File: src/rtl/preempt_seq.sv
module preempt_seq #(
  parameter int DW          = 32,
  parameter int AW          = 16,
  parameter int RF_WORDS    = 16,
  parameter int CACHE_WORDS = 8,
  parameter int CTX_SMALL   = 4,
  parameter int CNT_W       = 8,
  parameter int LAT_W       = 16,
  parameter int SAW         = $clog2(RF_WORDS + CACHE_WORDS)
) (
  input  logic             clk,
  input  logic             rst_n,
  input  logic             gran_fine_i,
  input  logic             preempt_req_i,
  input  logic             restore_req_i,
  input  logic [AW-1:0]    base_addr_i,
  input  logic [DW-1:0]    pc_i,
  input  logic             wi_valid_i,
  output logic             wi_ready_o,
  output logic             lane_valid_o,
  input  logic             lane_ready_i,
  input  logic [CNT_W-1:0] inflight_i,
  output logic             halt_o,
  input  logic             halted_i,
  output logic             st_rd_en_o,
  output logic [SAW-1:0]   st_rd_addr_o,
  input  logic [DW-1:0]    st_rd_data_i,
  output logic             st_wr_en_o,
  output logic [SAW-1:0]   st_wr_addr_o,
  output logic [DW-1:0]    st_wr_data_o,
  output logic             mem_wvalid_o,
  input  logic             mem_wready_i,
  output logic [AW-1:0]    mem_waddr_o,
  output logic [DW-1:0]    mem_wdata_o,
  output logic             mem_rreq_o,
  input  logic             mem_rready_i,
  output logic [AW-1:0]    mem_raddr_o,
  input  logic             mem_rvalid_i,
  input  logic [DW-1:0]    mem_rdata_i,
  output logic             done_o,
  output logic [LAT_W-1:0] latency_o,
  output logic             resume_valid_o,
  output logic [DW-1:0]    resume_pc_o
);
  localparam int N_FULL = RF_WORDS + CACHE_WORDS;
  localparam int IW     = $clog2(N_FULL + 1) + 1;

  typedef enum logic [2:0] {
    S_IDLE, S_DRAIN, S_HALT, S_SAVE, S_DONE, S_PARK, S_REST
  } state_t;

  localparam logic [1:0] P_FETCH = 2'd0;
  localparam logic [1:0] P_CAP   = 2'd1;
  localparam logic [1:0] P_WRITE = 2'd2;

  state_t            st_q;
  logic              fine_q, pend_q, rsm_q;
  logic [1:0]        ph_q;
  logic [IW-1:0]     idx_q;
  logic [DW-1:0]     buf_q, rpc_q;
  logic [AW-1:0]     base_q;
  logic [LAT_W-1:0]  lat_cnt_q, lat_q;

  logic              open_w, at_last;
  logic [IW-1:0]     last_idx, idx_m1;

  assign last_idx = fine_q ? IW'(N_FULL) : IW'(CTX_SMALL);
  assign at_last  = (idx_q == last_idx);
  assign idx_m1   = idx_q - 1'b1;

  assign open_w       = (st_q == S_IDLE) && !preempt_req_i && !pend_q;
  assign lane_valid_o = wi_valid_i && open_w;
  assign wi_ready_o   = lane_ready_i && open_w;

  assign halt_o = fine_q && (st_q == S_HALT || st_q == S_SAVE ||
                             st_q == S_DONE || st_q == S_PARK);

  assign st_rd_en_o   = (st_q == S_SAVE) && (ph_q == P_FETCH) && (idx_q != '0);
  assign st_rd_addr_o = idx_m1[SAW-1:0];

  assign mem_wvalid_o = (st_q == S_SAVE) && (ph_q == P_WRITE);
  assign mem_waddr_o  = base_q + AW'(idx_q);
  assign mem_wdata_o  = buf_q;

  assign mem_rreq_o   = (st_q == S_REST) && (ph_q == P_FETCH);
  assign mem_raddr_o  = base_q + AW'(idx_q);

  assign st_wr_en_o   = (st_q == S_REST) && (ph_q == P_CAP) && mem_rvalid_i && (idx_q != '0);
  assign st_wr_addr_o = idx_m1[SAW-1:0];
  assign st_wr_data_o = mem_rdata_i;

  assign done_o         = (st_q == S_DONE);
  assign latency_o      = lat_q;
  assign resume_valid_o = rsm_q;
  assign resume_pc_o    = rpc_q;

  always_ff @(posedge clk) begin
    if (!rst_n) begin
      st_q      <= S_IDLE;
      fine_q    <= 1'b0;
      pend_q    <= 1'b0;
      rsm_q     <= 1'b0;
      ph_q      <= P_FETCH;
      idx_q     <= '0;
      buf_q     <= '0;
      rpc_q     <= '0;
      base_q    <= '0;
      lat_cnt_q <= '0;
      lat_q     <= '0;
    end else begin
      rsm_q <= 1'b0;
      case (st_q)
        S_IDLE: begin
          if (preempt_req_i || pend_q) begin
            fine_q    <= gran_fine_i;
            base_q    <= base_addr_i;
            pend_q    <= 1'b0;
            lat_cnt_q <= '0;
            idx_q     <= '0;
            ph_q      <= P_FETCH;
            st_q      <= gran_fine_i ? S_HALT : S_DRAIN;
          end else if (restore_req_i) begin
            idx_q <= '0;
            ph_q  <= P_FETCH;
            st_q  <= S_REST;
          end
        end
        S_DRAIN: begin
          lat_cnt_q <= lat_cnt_q + 1'b1;
          if (inflight_i == '0) st_q <= S_SAVE;
        end
        S_HALT: begin
          lat_cnt_q <= lat_cnt_q + 1'b1;
          if (halted_i) st_q <= S_SAVE;
        end
        S_SAVE: begin
          lat_cnt_q <= lat_cnt_q + 1'b1;
          case (ph_q)
            P_FETCH: ph_q <= P_CAP;
            P_CAP: begin
              buf_q <= (idx_q == '0) ? pc_i : st_rd_data_i;
              ph_q  <= P_WRITE;
            end
            default: begin
              if (mem_wready_i) begin
                if (at_last) begin
                  st_q  <= S_DONE;
                  lat_q <= lat_cnt_q + 1'b1;
                end else begin
                  idx_q <= idx_q + 1'b1;
                  ph_q  <= P_FETCH;
                end
              end
            end
          endcase
        end
        S_DONE: st_q <= S_PARK;
        S_PARK: if (!preempt_req_i) st_q <= S_IDLE;
        S_REST: begin
          if (preempt_req_i) pend_q <= 1'b1;
          if (ph_q == P_FETCH) begin
            if (mem_rready_i) ph_q <= P_CAP;
          end else if (mem_rvalid_i) begin
            if (idx_q == '0) rpc_q <= mem_rdata_i;
            if (at_last) begin
              st_q  <= S_IDLE;
              rsm_q <= 1'b1;
            end else begin
              idx_q <= idx_q + 1'b1;
              ph_q  <= P_FETCH;
            end
          end
        end
        default: st_q <= S_IDLE;
      endcase
    end
  end
endmodule

File: config.mk
export PLATFORM = sky130hd
export DESIGN_NAME = preempt_seq
export DESIGN_NICKNAME = d
export VERILOG_FILES = /design/src/rtl/preempt_seq.sv
export SDC_FILE = /design/constraint.sdc
export NUM_CORES = 1
export LEC_CHECK = 0
export BUFFER_PORTS_ARGS = -buffer_cell sky130_fd_sc_hd__buf_2
export CELL_PAD_IN_SITES_DETAIL_PLACEMENT = 2
export CELL_PAD_IN_SITES_GLOBAL_PLACEMENT = 2
export CORE_MARGIN = 3
export CORE_UTILIZATION = 26
export CTS_BUF_LIST = sky130_fd_sc_hd__clkbuf_4 sky130_fd_sc_hd__clkbuf_8
export CTS_CLUSTER_DIAMETER = 80
export DETAILED_ROUTE_END_ITERATION = 10
export MAX_ROUTING_LAYER = met4
export PLACE_DENSITY_LB_ADDON = 0.3
export SETUP_SLACK_MARGIN = 0.15
export SLEW_MARGIN = 15
export SYNTH_ARGS = -nofsm -noshare
export SYNTH_HDL_FRONTEND = slang
export SYNTH_SLANG_ARGS = --single-unit
File: constraint.sdc
create_clock -name clk -period 3.1 [get_ports clk]
set_input_delay 0.465 -clock clk [delete_from_list [all_inputs] [get_ports clk]]
set_output_delay 0.465 -clock clk [all_outputs]
set_load 0.03 [all_outputs]
==> out/qor.yml <==
floorplanning:
  core-area_um2: 24460
  die_width_um: 164.2
  fp-row-count: 57
  io_pins: 294
  die_area_um2: 26970
  die_h_um: 164.2
  start_util_pct: 26.61
pwr:
  leakage_nw: 3.793
  max-vdd-ir-drop_mv: 0.3285
  power_mw: 5.767
  p_per_area_nw_per_um2: 675.9
global_route:
  grt_pass1_vias: 6477
  grt_first_pass_wirelength_um: 35300
  antenna_found_initial: 0
  grt_max_degree: 65
  overflow: 0
  gr-usage-all-layers_pct: 16.79
logic_synthesis:
  synth_area_leaders: "dfxtp_1 (39%), nand2_1 (7.0%), buf_4 (6.3%)"
  yosys.area_share.simple_pct: 20.47
  synth_top_area_share_pct: 38.75
  syn_avg_cell_area_um2: 8.187
  ys_seq_area_share_pct: 38.75
  ys_seq_elements: 126
  synth_top_family_by_area: "simple AND/OR/NAND/NOR gates"
  syn_inst: 795
  synthFlopType: "dfxtp_1"
  yosys.area.top_type: "dfxtp_1"
  synth_xor_area_share_pct: 4.037
  syn_nets: 937
  synth_cell_types: 60
  async_reset_ff_share_pct: 0
  yosysWarnings: 0
  synthAdderAreaFrac_pct: 2.230
  synth_enable_flop_cells: 0
  syn_area_um2: 6509
  synthMuxAreaShare_pct: 5.863
  synth_compound_area_share_pct: 17.82
sta:
  relSlewSlack_pct: 54.83
  drv_slew: 0
  tightest_slew_ns: 0.6735
  post-route-period-util_pct: 92.25
  skew_ns: 0.01472
  layout_setup_ws_ns: 0.2403
  final_hold_viol_count: 0
  rsz0062_at_grt: "yes"
  period_minus_slack_ns: 2.860
  timing.hold.ws_ns: 0.2587
  tns_ns: 0
  max_freq_ghz: 0.3497
  setup_viol: 0
clocking:
  clkTransAtPathRegs_ns: 0.08
  clock_latency_ns: 0.44
  cts_buffer_depth: 2
  htreeDepth: 4
  clock_sinks: 126
  tritoncts: "built"
  holdBufCountCts: 0
  cts-root-buf: "clkbuf_8"
  cts_made_buffers: 17
placement:
  dp_hpwl_um: 17070
  gp_congestion: 0.7690
  dp.cells: 1321
  place_ws_ns: 0.3341
  portBuffers: 293
routing:
  vias_per_cell: 4.722
  avgRoutedWirePerCell_um: 16.91
  wl_um: 22980
  drc: 0
  dr.pass1.iters: 4
  ant_nets: 0
  drtIter0Drc: 221
  vias: 6417
worst_setup_path:
  crit_chain: "ha_4, inv_2, fa_2, nor2b_1, o21a_1, o21a_4, o2111a_1, a311o_1, buf_6"
  crit_type: "flop to output port"
  critPathLaunchType: "flop"
  reg2reg_to: "latency_o[15]$_SDFFE_PN0P_"
  regToRegSetupSlack_ns: 0.72
  crit_path_end_kind: "output port"
  crit_path_max_fanout: 5
  required_ns: 2.63
  slowest_delay_ns: 0.36
  crit_cells: 9
  critPathSlowestCell: "dfxtp_4"
  reg2regPathDepth: 6
  cpLargestDelayFamily: "compound AO/OA/AOI/OAI gates"
  worst-path-buf-inv: 2
  worst_ep_arrival_time_ns: 2.39
  r2r_start: "idx_q[2]$_SDFFE_PN0P_"
final_layout:
  seqCellArea_um2: 2532
  drive_gt1_share_pct: 36.91
  final_cells: 1359
  nets: 1164
  diodes: 0
  syn_to_final_growth_pct: 31.08
  fillers: 2870
  multi_input_area_um2: 3382
flow_run:
  maxCapViolCount: 0
min_path:
  min_path_cells: 3
  holdCritStartpoint: "base_addr_i[8]"
  min_to: "base_q[8]$_SDFFE_PN0P_"
  worst_hold_path_type: "input port to flop"
outcome:
  status: "complete, no violations"
==> worst register-to-register path, cell delays in order (launching register included) <==
cell	delay (ns)
dfxtp_1	0.42
buf_4	0.22
or4b_4	0.49
a21oi_4	0.15
and3b_2	0.62
nor3b_1	0.28
a211oi_1	0.06
==> timing repair <==
item                       CTS  global route
gates resized for setup     19            21
setup endpoints to repair   20            21
buffers inserted             4             2
pin swaps                    5             8
==> layer usage <==
layer / vias up / track usage, % / wire length (µm)
met2: 130 / 28.58 / 11910
met3: 10 / 3.127 / 849
li1: 3175 / - / -
met5: - / - / 0
met4: 0 / 3.691 / 189
met1: 3102 / 20.74 / 10030
==> cells in the final DEF, fill, tap and decap left out, types with 20 or more instances in the layout <==
master / instances
buf_2: 285
nand2_1: 122
dfxtp_1: 122
a21oi_1: 75
nor2_1: 72
a211oi_1: 41
mux2i_1: 37
buf_4: 23
o21ai_0: 22
clkbuf_8: 20
==> Yosys cell counts, drive strengths merged, types with 5 or more instances <==
cell type and number:
buf 73, nand2b 5, a21o 5, mux2i 37
nor2 74, nor3 16, and3 7, nand4 7
nand3 18, and2 7, clkbuf 34, dfxtp 126
nand2 122, xnor2 18, nand4b 7, ha 10
nor4 5, inv 13, o21ai 25, a21oi 79
a211oi 45, xor2 12
==> final cells by class <==
class | count | share of cell area (%)
multi-input combinational | 549 | 39.64
sequential | 126 | 29.68
timing repair buffer | 315 | 19.97
tap | 324 | 4.751
clock buffer | 20 | 3.226
clock inverter | 12 | 2.141
inverter | 13 | 0.5866
==> worst max-delay path by stage <==
stage	start	end	slack (ns)
3_5_place_dp	idx_q[0]$_SDFFE_PN0P_	mem_waddr_o[10]	0.33
5_1_grt	idx_q[5]$_SDFFE_PN0P_	mem_raddr_o[15]	0.11
2_1_floorplan	idx_q[0]$_SDFFE_PN0P_	st_rd_en_o	0.24
4_1_cts	base_q[0]$_SDFFE_PN0P_	mem_waddr_o[10]	0.14
3_3_place_gp	idx_q[0]$_SDFFE_PN0P_	mem_raddr_o[10]	0.42
6_report	idx_q[0]$_SDFFE_PN0P_	mem_waddr_o[10]	0.24
==> report_power, final <==
| group | switching (mW) | total, mW | internal [mW] | leakage [nW] |
|---|---|---|---|---|
| Clock | 0.712 | 1.66 | 0.948 | 0.222 |
| Sequential | 0.129 | 1.84 | 1.71 | 1.02 |
| Combinational | 1.47 | 2.27 | 0.802 | 2.55 |
==> flip-flops by register name, summed over array words and instances, names as in the netlist <==
name	flops
idx_q	6
mem_wdata_o	32
resume_valid_o	1
fine_q	1
resume_pc_o	32
st_q	3
ph_q	2
base_q	16
latency_o	16
pend_q	1
lat_cnt_q	16
==> logic make-up (layout without fill, tap and decap cells) <==
| logic type | count (synthesis) | in the layout |
|---|---|---|
| compound gates | 181 | 181 |
| xor+xnor | 30 | 30 |
| fa+ha+maj | 11 | 11 |
| buf+inv | 120 | 360 |
| flops | 126 | 126 |
| mux | 38 | 38 |
| simple gates | 289 | 289 |
==> stage by stage <==
stage,util [%],cell area [µm²]
floorplan,-,6509
global placement,32.28,7898
detailed placement,32.28,7898
CTS,34.55,8451
global route,34.88,8532
finish,34.88,8532
Power figures use the tool's default switching activity.
